--- src/rtl/ir_rl_pkg.sv ---
package ir_rl_pkg;

    localparam int DUR_W = 7;
    localparam logic [DUR_W-1:0] DUR_OVF  = '1;
    localparam logic [DUR_W-1:0] DUR_LAST = DUR_OVF - 7'd1;

    localparam logic [6:0] PERIOD_MIN = 7'd5;
    localparam logic [6:0] PERIOD_RST = 7'd75;

    localparam logic [15:0] A_SAMPLE = 16'h0040;
    localparam logic [15:0] A_CTRL   = 16'h0050;
    localparam logic [15:0] A_STAT   = 16'h0051;
    localparam logic [15:0] A_PERIOD = 16'h0052;

    localparam int B_EN    = 0;
    localparam int B_IRQEN = 7;
    localparam int B_HALF  = 0;
    localparam int B_PEND  = 5;

    typedef struct packed {
        logic             space;
        logic [DUR_W-1:0] dur;
    } ir_sample_t;

    typedef enum logic [1:0] {
        P_STAT = 2'd0,
        P_AHI  = 2'd1,
        P_ALO  = 2'd2,
        P_DATA = 2'd3
    } port_e;

    function automatic logic [6:0] clamp_period(input logic [6:0] v);
        return (v < PERIOD_MIN) ? PERIOD_MIN : v;
    endfunction

endpackage

--- src/rtl/ir_rl_sync.sv ---
module ir_rl_sync #(
    parameter int STAGES = 2
) (
    input  logic clk,
    input  logic rst,
    input  logic din,
    output logic lvl_prev,
    output logic edge_det
);
    logic [STAGES-1:0] sh_q;
    logic              prev_q;

    always_ff @(posedge clk) begin
        if (rst) begin
            sh_q   <= '0;
            prev_q <= 1'b0;
        end else begin
            sh_q   <= {sh_q[STAGES-2:0], din};
            prev_q <= sh_q[STAGES-1];
        end
    end

    assign lvl_prev = prev_q;
    assign edge_det = sh_q[STAGES-1] ^ prev_q;
endmodule

--- src/rtl/ir_rl_measure.sv ---
module ir_rl_measure
    import ir_rl_pkg::*;
#(
    parameter int CYC_PER_US = 8
) (
    input  logic       clk,
    input  logic       rst,
    input  logic       en,
    input  logic [6:0] period,
    input  logic       ovf_store,
    input  logic       lvl_prev,
    input  logic       edge_det,
    output logic       st_valid,
    output ir_sample_t st_data
);
    localparam int DIV_W = (CYC_PER_US > 1) ? $clog2(CYC_PER_US) : 1;
    localparam logic [DIV_W-1:0] DIV_END = DIV_W'(CYC_PER_US - 1);

    logic [DIV_W-1:0] div_q;
    logic [6:0]       us_q;
    logic [DUR_W-1:0] run_q;
    logic             div_last, us_last, tick, ovf_hit;

    assign div_last = (div_q == DIV_END);
    assign us_last  = (us_q >= period - 7'd1);
    assign tick     = div_last && us_last;
    assign ovf_hit  = tick && (run_q == DUR_LAST) && ovf_store;

    always_ff @(posedge clk) begin
        if (rst || !en || edge_det) begin
            div_q <= '0;
            us_q  <= '0;
            run_q <= '0;
        end else begin
            if (div_last) begin
                div_q <= '0;
                us_q  <= us_last ? 7'd0 : us_q + 7'd1;
            end else begin
                div_q <= div_q + DIV_W'(1);
            end
            if (tick)
                run_q <= (run_q == DUR_LAST) ? '0 : run_q + DUR_W'(1);
        end
    end

    always_comb begin
        st_valid      = en && (edge_det || ovf_hit);
        st_data.space = ~lvl_prev;
        if (edge_det)
            st_data.dur = (run_q == '0) ? DUR_W'(1) : run_q;
        else
            st_data.dur = DUR_OVF;
    end
endmodule

--- src/rtl/ir_rl_pingpong.sv ---
module ir_rl_pingpong
    import ir_rl_pkg::*;
#(
    parameter int HALF_DEPTH = 4
) (
    input  logic                              clk,
    input  logic                              rst,
    input  logic                              wr_en,
    input  ir_sample_t                        wr_data,
    input  logic [$clog2(2*HALF_DEPTH)-1:0]   rd_addr,
    output logic [7:0]                        rd_data,
    output logic                              half_done,
    output logic                              rd_half
);
    localparam int DEPTH = 2 * HALF_DEPTH;
    localparam int IDX_W = $clog2(HALF_DEPTH);
    localparam logic [IDX_W-1:0] IDX_END = IDX_W'(HALF_DEPTH - 1);

    logic [7:0]       mem [DEPTH];
    logic             wr_half;
    logic [IDX_W-1:0] wr_idx;

    assign half_done = wr_en && (wr_idx == IDX_END);
    assign rd_half   = ~wr_half;
    assign rd_data   = mem[rd_addr];

    always_ff @(posedge clk) begin
        if (rst) begin
            for (int i = 0; i < DEPTH; i++) mem[i] <= '0;
            wr_half <= 1'b0;
            wr_idx  <= '0;
        end else if (wr_en) begin
            mem[{wr_half, wr_idx}] <= wr_data;
            if (wr_idx == IDX_END) begin
                wr_idx  <= '0;
                wr_half <= ~wr_half;
                for (int i = 0; i < HALF_DEPTH; i++)
                    mem[{~wr_half, IDX_W'(i)}] <= '0;
            end else begin
                wr_idx <= wr_idx + IDX_W'(1);
            end
        end
    end
endmodule

--- src/rtl/ir_runlen_sampler.sv ---
module ir_runlen_sampler
    import ir_rl_pkg::*;
#(
    parameter int CYC_PER_US  = 8,
    parameter int SYNC_STAGES = 2,
    parameter int HALF_DEPTH  = 4
) (
    input  logic       clk,
    input  logic       rst,
    input  logic       ir_in,
    input  logic [1:0] hp_addr,
    input  logic       hp_wr,
    input  logic [7:0] hp_wdata,
    output logic [7:0] hp_rdata,
    output logic       irq
);
    localparam int DEPTH  = 2 * HALF_DEPTH;
    localparam int BUF_AW = $clog2(DEPTH);

    logic       lvl_prev, edge_det, st_valid, half_done, rd_half;
    ir_sample_t st_data;
    logic [7:0] buf_rdata;
    logic [7:0] ahi_q, alo_q, ctrl_q;
    logic       pend_q, ovf_irq_q, run_en, data_wr;
    logic [6:0] period_q;
    logic [15:0] reg_addr, buf_off;
    logic       in_buf;
    logic [7:0] stat_byte, reg_rdata;

    ir_rl_sync #(.STAGES(SYNC_STAGES)) u_sync (
        .clk(clk), .rst(rst), .din(ir_in),
        .lvl_prev(lvl_prev), .edge_det(edge_det)
    );

    ir_rl_measure #(.CYC_PER_US(CYC_PER_US)) u_meas (
        .clk(clk), .rst(rst), .en(run_en), .period(period_q),
        .ovf_store(ovf_irq_q), .lvl_prev(lvl_prev), .edge_det(edge_det),
        .st_valid(st_valid), .st_data(st_data)
    );

    ir_rl_pingpong #(.HALF_DEPTH(HALF_DEPTH)) u_buf (
        .clk(clk), .rst(rst), .wr_en(st_valid), .wr_data(st_data),
        .rd_addr(buf_off[BUF_AW-1:0]), .rd_data(buf_rdata),
        .half_done(half_done), .rd_half(rd_half)
    );

    assign reg_addr = {ahi_q, alo_q};
    assign buf_off  = reg_addr - A_SAMPLE;
    assign in_buf   = (buf_off < 16'(DEPTH));
    assign data_wr  = hp_wr && (port_e'(hp_addr) == P_DATA);
    assign run_en   = ctrl_q[B_EN];
    assign irq      = pend_q & ctrl_q[B_IRQEN];

    always_comb begin
        stat_byte         = '0;
        stat_byte[B_HALF] = rd_half;
        stat_byte[B_PEND] = pend_q;
    end

    always_ff @(posedge clk) begin
        if (rst) begin
            ahi_q     <= '0;
            alo_q     <= '0;
            ctrl_q    <= '0;
            pend_q    <= 1'b0;
            period_q  <= PERIOD_RST;
            ovf_irq_q <= 1'b0;
        end else begin
            if (hp_wr && port_e'(hp_addr) == P_AHI) ahi_q <= hp_wdata;
            if (hp_wr && port_e'(hp_addr) == P_ALO) alo_q <= hp_wdata;
            if (data_wr && reg_addr == A_CTRL) ctrl_q <= hp_wdata;
            if (data_wr && reg_addr == A_PERIOD) begin
                period_q  <= clamp_period(hp_wdata[6:0]);
                ovf_irq_q <= hp_wdata[7];
            end
            if (half_done)
                pend_q <= 1'b1;
            else if (data_wr && reg_addr == A_STAT && !hp_wdata[B_PEND])
                pend_q <= 1'b0;
        end
    end

    always_comb begin
        reg_rdata = '0;
        if (in_buf) begin
            reg_rdata = buf_rdata;
        end else begin
            case (reg_addr)
                A_CTRL:   reg_rdata = ctrl_q;
                A_STAT:   reg_rdata = stat_byte;
                A_PERIOD: reg_rdata = {ovf_irq_q, period_q};
                default:  reg_rdata = '0;
            endcase
        end
    end

    always_comb begin
        case (port_e'(hp_addr))
            P_STAT:  hp_rdata = stat_byte;
            P_AHI:   hp_rdata = ahi_q;
            P_ALO:   hp_rdata = alo_q;
            default: hp_rdata = reg_rdata;
        endcase
    end
endmodule

--- config.mk ---
export PLATFORM = sky130hd
export DESIGN_NAME = ir_runlen_sampler
export DESIGN_NICKNAME = d
export VERILOG_FILES = /design/src/rtl/ir_rl_pkg.sv /design/src/rtl/ir_rl_sync.sv /design/src/rtl/ir_rl_measure.sv /design/src/rtl/ir_rl_pingpong.sv /design/src/rtl/ir_runlen_sampler.sv
export SDC_FILE = /design/constraint.sdc
export NUM_CORES = 1
export LEC_CHECK = 0
export BUFFER_PORTS_ARGS = -buffer_cell sky130_fd_sc_hd__buf_2
export CORE_MARGIN = 2
export CORE_UTILIZATION = 56
export CTS_CLUSTER_SIZE = 12
export DETAILED_ROUTE_END_ITERATION = 7
export PLACE_DENSITY = 0.78
export SYNTH_ARGS = -nofsm -noshare
export SYNTH_HDL_FRONTEND = slang
export SYNTH_SLANG_ARGS = --single-unit
--- constraint.sdc ---
create_clock -name clk -period 2.9 [get_ports clk]
set_clock_uncertainty 0.15 [all_clocks]
set_input_delay 0.145 -clock clk [delete_from_list [all_inputs] [get_ports clk]]
set_output_delay 0.145 -clock clk [all_outputs]
set_load 0.02 [all_outputs]
==> summary.md, run 1 <==
| Metric | Value |
|---|---|
| Status | complete, but fails checks |
| Failing checks | setup timing |
| Clock Tree Root | clkbuf_8 |
| Clk pin slew, worst setup/hold paths | 60 ps |
| Port Buf Inserts | 22 |
| Unrepaired setup endpoints after global routing | yes |
| Post-layout util | 0.699 |
| Wire length per cell | 21.0 um |
| CP Class | reg -> out |
| Die height | 109 um |
| CTS tree | built |
| Worst-Margin Slew | 936 ps |
| Dominant synthesized flop cell | edfxtp_1 |
| Die ar. | 11,800 um2 |
| Area occupied by multi-input gates | 2970 um2 |
| Layout cell share with drive strength beyond 1 | 0.248 |
| Pin count of the biggest net entering global routing | 35 |
| Max FO, Critical Path | 4 |
| Max clock buf depth | 2 |
| Worst endpoint required time | 2610 ps |
| Clock sinks | 120 |
| 1st-iter DRT viols | 801 |
| Global-route wire length before repair | 25.1 mm |
| Rows | 38 |
| Setup slack after layout | -71.3 ps |
| Io pins | 23 |
| Slew HR | 0.374 |
| Critical path data arrival time | 2680 ps |
| WHS | 138 ps |
| Cell variety after synth | 55 |
| Register area share after synthesis | 0.496 |
| Via/cell ratio | 6.64 |
| EDFF count, synth | 64 |
| Fin crit share | 1.02 |
| Initial Utilization | 0.571 |
| Metal-1 WL | 6.50 mm |
| Routed vias | 5,134 |
| Most frequent cells in the layout | 64 x edfxtp_1, 53 x dfxtp_1, 43 x nor2_1, 43 x nor4_1, 41 x nand2_1 |
| Leak pwr | 2.61 nW |
| Drc violations | 0 |
| H-tree depth | 4 |
| Final HPWL DP | 10.3 mm |
| Drt first pass iters | 7 |
| HP Class | in -> reg |
| Endpoints failing hold | 0 |
| Met3 wire length | 1.49 mm |
| Avg Inst Size Synth | 10.8 um2 |
| TritonCTS Buffers | 17 |
| Final-report setup violation count | 1 |
| Register Area | 3050 um2 |
| Cell Pwr Density | 614 nW/um2 |
| Fmax | 0.337 GHz |
| Post-synthesis cell count | 569 |
| Total gr overflow | 0 |
| Final GP Congestion | 0.924 |
| Syn_nets | 598 |
| Max-cap violations | 0 |
| Worst VDD drop | 0.395 mV |
| Highest metal used | met4 |
| FF+latch count, synth | 120 |
| Setup TNS | -71.3 ps |
| # diodes | 0 |
| Layout Nets | 649 |
| Pins Over Slew Limit | 0 |
| Total Wirelength | 16.2 mm |
| Critical Path End Type | primary output |
| Post-route ant nets | 0 |
| Post-route cell area | 7510 um2 |
| Vias in the first global route | 4,696 |
| Cell Area, Placed | 6450 um2 |
| Fraction of registers with async set or reset after synthesis | 0 |
| Post-synth design cell area | 6130 um2 |
| Fillcell total | 730 |
| Worst-skew pair later-pin latency | 540 ps |
| Commonest non-fill, non-tap cell in the layout | edfxtp_1 |
| Total track usage | 0.285 |
| Met2 wire length | 7.76 mm |
| Area Growth Syn to Fin | 22.6% |
| Critical Path Source Type | flop |
| Syn. warnings | 0 |
| Core footprint | 10,700 um2 |
| Tmin final | 2970 ps |
| Die X | 109 um |
| Initial antenna violation count | 1 |
[cells by family after synthesis]
group | synth area share
simple gates | 0.203
flops | 0.496
compound gates | 0.0814
buf+inv | 0.0506
mux | 0.120
fa+ha+maj | 0.0306
xor+xnor | 0.0186
[power breakdown]
group,internal [mW],total [mW],switching [mW]
Combinational,0.109,0.282,0.173
Sequential,1.82,1.85,0.0231
Clock,1.73,2.49,0.756
[flip-flops by register name, indices dropped and copies added, names as in the netlist]
| signal | cells |
|---|---|
| ahi_q | 8 |
| alo_q | 8 |
| ctrl_q | 8 |
| ovf_irq_q | 1 |
| pend_q | 1 |
| period_q | 7 |
| u_buf.mem | 64 |
| u_buf.wr_half | 1 |
| u_buf.wr_idx | 2 |
| u_meas.div_q | 3 |
| u_meas.run_q | 7 |
| u_meas.us_q | 7 |
| u_sync.lvl_prev | 1 |
| u_sync.sh_q | 2 |
[critical path, stage by stage, from the launching register on]
cell and delay [ps]:
dfxtp_4 390, mux4_2 540, mux2i_2 210, nor2_1 70, a221o_1 290, mux4_2 490, buf_6 150
[final cells by class]
class                      instances  share of cell area
sequential                       120               0.406
multi-input combinational        393               0.396
timing repair buffer              76              0.0766
clock buffer                      17              0.0551
clock inverter                    15              0.0371
tap                              140              0.0233
inverter                          12             0.00600
[cell usage after synthesis, types with 2 or more instances]
cell	instances	area (um2)
edfxtp_1	64	1920
nor4_1	58	363
dfxtp_1	56	1120
nor2_1	44	165
o21ai_0	44	220
nand2_1	41	154
mux2i_1	29	290
clkbuf_1	27	101
a21oi_1	25	125
ha_1	15	188
nand3_1	15	75.1
mux4_2	13	293
inv_1	12	45.0
nand4_1	10	62.6
nor4b_1	9	78.8
buf_2	8	40.0
nor2b_1	8	50.1
xor2_1	7	61.3
a221oi_1	6	52.6
nor3_1	6	30.0
or3_1	6	37.5
xnor2_1	6	52.6
buf_6	4	45.0
mux2_2	4	45.0
mux4_1	4	105
nand2b_1	4	25.0
nand3b_1	4	30.0
and3_1	3	18.8
buf_1	3	11.3
o22ai_1	3	18.8
clkbuf_8	2	27.5
nor2_2	2	12.5
nor4_2	2	25.0
o21ai_1	2	10.0
o31ai_1	2	15.0
or2_2	2	12.5
[worst paths after layout]
kind	slack, ps	to	start	cells past startpoint
worst max-delay path	-70	hp_rdata[0]	alo_q[0]	6
worst min-delay path	140	ahi_q[7]	hp_addr[1]	5
worst min register to register	280	u_meas.div_q[0]	u_meas.div_q[0]	1
worst max register to register	60	u_buf.mem[7][2]	period_q[1]	11
[metrics by stage]
stage	cells	worst slack, ps	power (mW)
after floorplan	569	-13.9	2.03
after global placement	723	63.8	2.12
after detailed placement	723	-59.4	2.12
after CTS	768	-72.3	4.60
after global routing	773	-125	4.71
final	773	-71.3	4.62
[timing repair]
item,in CTS,in global routing
setup buffers,1,3
endpoints found under the setup margin,23,128
resized for setup,14,37
pin swaps,0,3
hold endpoints to repair,37,0
hold buffers,12,0
gates cloned,0,2
[per-layer routing]
metal,up-vias,GRT usage
met5,-,0
met4,0,0.117
met3,50,0.0616
met2,320,0.444
met1,2487,0.390
li1,2277,-
(Power assumes the default switching activity.)
==> inputs of run 2 (changes only) <==
--- a/config.mk
+++ b/config.mk
@@ -5,6 +5,7 @@
 export SDC_FILE = /design/constraint.sdc
 export NUM_CORES = 1
 export LEC_CHECK = 0
+export ABC_CLOCK_PERIOD_IN_PS = 2900
 export BUFFER_PORTS_ARGS = -buffer_cell sky130_fd_sc_hd__buf_2
 export CORE_MARGIN = 2
 export CORE_UTILIZATION = 56
@@ -13,4 +14,5 @@
 export PLACE_DENSITY = 0.78
 export SYNTH_ARGS = -nofsm -noshare
 export SYNTH_HDL_FRONTEND = slang
+export SYNTH_HIERARCHICAL = 1
 export SYNTH_SLANG_ARGS = --single-unit
==> summary.md, run 2 <==
| Metric | Value |
|---|---|
| Post-route ant nets | 0 (unchanged) |
| Syn. warnings | 6 (was 0) |
| Combinational share of power | 0.069 (was 0.061) |
| Setup slack after layout | -506 ps (was -71.3 ps) |
| Fillcell total | 610 (was 730) |
| Wire length per cell | 26.0 um (was 21.0 um) |
| Commonest non-fill, non-tap cell in the layout | edfxtp_1 (unchanged) |
| Net Sw Power | 1.03 mW (was 0.952 mW) |
| Register area share after synthesis | 0.493 (was 0.496) |
| Unrepaired setup endpoints after global routing | yes (unchanged) |
| Worst-skew pair later-pin latency | 550 ps (was 540 ps) |
| Share of the synthesized area in the top cell type | 0.311 (was 0.313) |
| Layout Nets | 686 (was 649) |
| Clock Tree Root | clkbuf_8 (unchanged) |
| Vias in the first global route | 5,153 (was 4,696) |
| Global-route wire length before repair | 27.5 mm (was 25.1 mm) |
| Critical Path End Type | flop (was primary output) |
| Worst-Margin Slew | 747 ps (was 936 ps) |
| Sw frac | 0.238 (was 0.206) |
| TritonCTS Buffers | 17 (unchanged) |
| Slew HR | 0.502 (was 0.374) |
| # diodes | 0 (unchanged) |
| Die height | 109 um (about the same) |
| Failing checks | setup timing (unchanged) |
| Worst endpoint required time | 3110 ps (was 2610 ps) |
| Dominant synthesized flop cell | edfxtp_1 (unchanged) |
| Clock sinks | 120 (unchanged) |
| Post-synthesis cell count | 564 (was 569) |
| Initial Utilization | 0.572 (was 0.571) |
| Critical path data arrival time | 3620 ps (was 2680 ps) |
| Status | complete, but fails checks (unchanged) |
| Drt first pass iters | 6 (was 7) |
| Clk pin slew, worst setup/hold paths | 70 ps (was 60 ps) |
| EDFF count, synth | 64 (unchanged) |
| Biggest register | u_buf/mem (was u_buf.mem) |
| Top-count cell post-synth | edfxtp_1 (unchanged) |
| Die X | 109 um (about the same) |
| Fmax | 0.294 GHz (was 0.337 GHz) |
| Endpoints failing hold | 0 (unchanged) |
| Via/cell ratio | 6.96 (was 6.64) |
| Post-route cell area | 8360 um2 (was 7510 um2) |
| Port Buf Inserts | 22 (unchanged) |
| P_int | 3.31 mW (was 3.66 mW) |
| Fin crit share | 1.17 (was 1.02) |
| Cell Area, Placed | 6830 um2 (was 6450 um2) |
| Pin count of the biggest net entering global routing | 34 (was 35) |
| Total gr overflow | 0 (unchanged) |
| Post-synth design cell area | 6180 um2 (was 6130 um2) |
| Final HPWL DP | 11.3 mm (was 10.3 mm) |
| Initial antenna violation count | 0 (was 1) |
| Cell variety after synth | 64 (was 55) |
| Sequential power share | 0.427 (was 0.400) |
| Tmin final | 3410 ps (was 2970 ps) |
| Clock network fraction of total power | 0.504 (was 0.539) |
| Final-report setup violation count | 136 (was 1) |
| Max FFs per register | 64 (unchanged) |
| Critical Path Source Type | flop (unchanged) |
| Max-cap violations | 0 (unchanged) |
| Rows | 38 (unchanged) |
| Synth area leaders | edfxtp_1 31%, dfxtp_1 18%, mux4_1 6.4% (was edfxtp_1 31%, dfxtp_1 18%, nor4_1 5.9%) |
| FF+latch count, synth | 120 (unchanged) |
| R2r setup slk | -510 ps (was 60 ps) |
| 1st-iter DRT viols | 1,064 (was 801) |
| Setup WS pre-CTS | -679 ps (was -59.4 ps) |
| Leak pwr | 3.09 nW (was 2.61 nW) |
| Max clock buf depth | 2 (unchanged) |
| HP Class | in -> reg (unchanged) |
| Routed vias | 5,640 (was 5,134) |
| Cell Pwr Density | 519 nW/um2 (was 614 nW/um2) |
| Commonest cells post-synth | 64 x edfxtp_1, 60 x nor3_1, 56 x dfxtp_1 (was 64 x edfxtp_1, 58 x nor4_1, 56 x dfxtp_1) |
| Io pins | 23 (unchanged) |
| Drc violations | 0 (unchanged) |
| Synth area leader | edfxtp_1 (unchanged) |
| Total power | 4.34 mW (was 4.62 mW) |
| H-tree depth | 4 (unchanged) |
| Most frequent cells in the layout | 64 x edfxtp_1, 58 x buf_4, 51 x dfxtp_1 (was 64 x edfxtp_1, 53 x dfxtp_1, 43 x nor2_1, 43 x nor4_1, 41 x nand2_1) |
| Syn_nets | 593 (was 598) |
| Pins Over Slew Limit | 0 (unchanged) |
| Worst VDD drop | 0.485 mV (was 0.395 mV) |
| Core footprint | 10,800 um2 (was 10,700 um2) |
| CP Class | reg -> reg (was reg -> out) |
| Max FO, Critical Path | 16 (was 4) |
| Die ar. | 11,900 um2 (was 11,800 um2) |
| CTS tree | built (unchanged) |
| Avg Inst Size Synth | 11.0 um2 (was 10.8 um2) |
| Final GP Congestion | 0.960 (was 0.924) |
| Fraction of registers with async set or reset after synthesis | 0 (unchanged) |
| Total Wirelength | 21.1 mm (was 16.2 mm) |
| Total track usage | 0.313 (was 0.285) |
| Layout cell share with drive strength beyond 1 | 0.364 (was 0.248) |
| Area Growth Syn to Fin | 35.3% (was 22.6%) |
-- run 2: cell types whose count changed after synthesis, moves of 9 or more --
| cell | before | now |
|---|---|---|
| inv_1 | 12 | 21 |
| nand3_1 | 15 | 28 |
| mux4_1 | 4 | 15 |
| nor3_1 | 6 | 60 |
| nand2_1 | 41 | 27 |
| o21ai_0 | 44 | 23 |
| nor2_1 | 44 | 22 |
| nor4b_1 | 9 | 0 |
| mux2i_1 | 29 | 17 |
| mux4_2 | 13 | 2 |
| nor4_1 | 58 | 21 |
-- run 2: final timing paths --
path / startpoint / end / cells after the start
max: period_q[0] / u_buf/mem[2][2] / 15
min: hp_addr[0] / alo_q[7] / 5
max reg2reg: period_q[0] / u_buf/mem[2][2] / 15
min reg2reg: u_meas/div_q[0] / u_meas/div_q[0] / 1
-- run 2: cell type report --
| type | count | area (um2) | area share |
|---|---|---|---|
| repair buffers | 113 | 968 | 0.116 |
| inverters | 22 | 82.6 | 0.00988 |
| flip-flops and latches | 120 | 3050 | 0.365 |
| clock inverters | 12 | 148 | 0.0177 |
| well taps | 140 | 175 | 0.0210 |
| clock buffers | 20 | 455 | 0.0545 |
| multi-input cells | 383 | 3480 | 0.416 |
-- run 2: logic make-up after synthesis --
| kind of cell | after synthesis | share of synthesized area |
|---|---|---|
| and+or+nand+nor | 215 | 0.197 |
| DFF | 120 | 0.493 |
| AOI/OAI and AO/OA | 101 | 0.106 |
| buffers and inverters | 61 | 0.0470 |
| muxes | 42 | 0.113 |
| adders and majority gates | 15 | 0.0304 |
| xor gates and xnor gates | 10 | 0.0142 |
-- run 2: stage by stage --
| step | hold WS (ps) | instances | setup TNS, ps | utilization |
|---|---|---|---|---|
| floorplan | 64.1 | 564 | -55460 | - |
| global placement | 213 | 741 | -46480 | 0.633 |
| detailed placement | 211 | 741 | -63830 | 0.633 |
| CTS | 41.4 | 802 | -32380 | 0.736 |
| global route | 135 | 810 | -61860 | 0.775 |
| finish | 139 | 810 | -45590 | 0.775 |
-- run 2: critical path: stages (launching register included) --
cell and delay [ps]:
dfxtp_2 330, inv_2 70, ha_4 140, nand2_4 60, nor3_4 160, xnor2_1 100, ha_1 310, and3_4 180
a221o_1 130, a31o_1 160, nand2_4 70, o31ai_4 250, or3b_4 500, buf_4 170, buf_12 160, nor3_2 260
-- run 2: what timing repair did --
| item | in CTS | in global routing |
|---|---|---|
| cloned | 1 | 1 |
| gates resized for setup | 53 | 71 |
| setup buffers | 14 | 12 |
| endpoints found under the hold margin | 37 | 0 |
| hold buffers | 14 | 0 |
| endpoints found under the setup margin | 137 | 146 |
| pin swaps | 2 | 7 |
-- run 2: layer usage --
| metal | wire [um] | GRT usage |
|---|---|---|
| met3 | 2470 | 0.0909 |
| met1 | 7450 | 0.398 |
| met5 | 0 | 0 |
| met2 | 9620 | 0.487 |
| met4 | 1530 | 0.158 |
-- run 2: power by group through the flow --
stage / Combinational [mW] / Clock [mW] / Sequential (mW)
floorplan: 0.145 / 0 / 1.87
global placement: 0.219 / 0 / 1.88
detailed placement: 0.223 / 0 / 1.89
CTS: 0.254 / 2.14 / 1.85
global route: 0.305 / 2.25 / 1.85
finish: 0.299 / 2.19 / 1.85
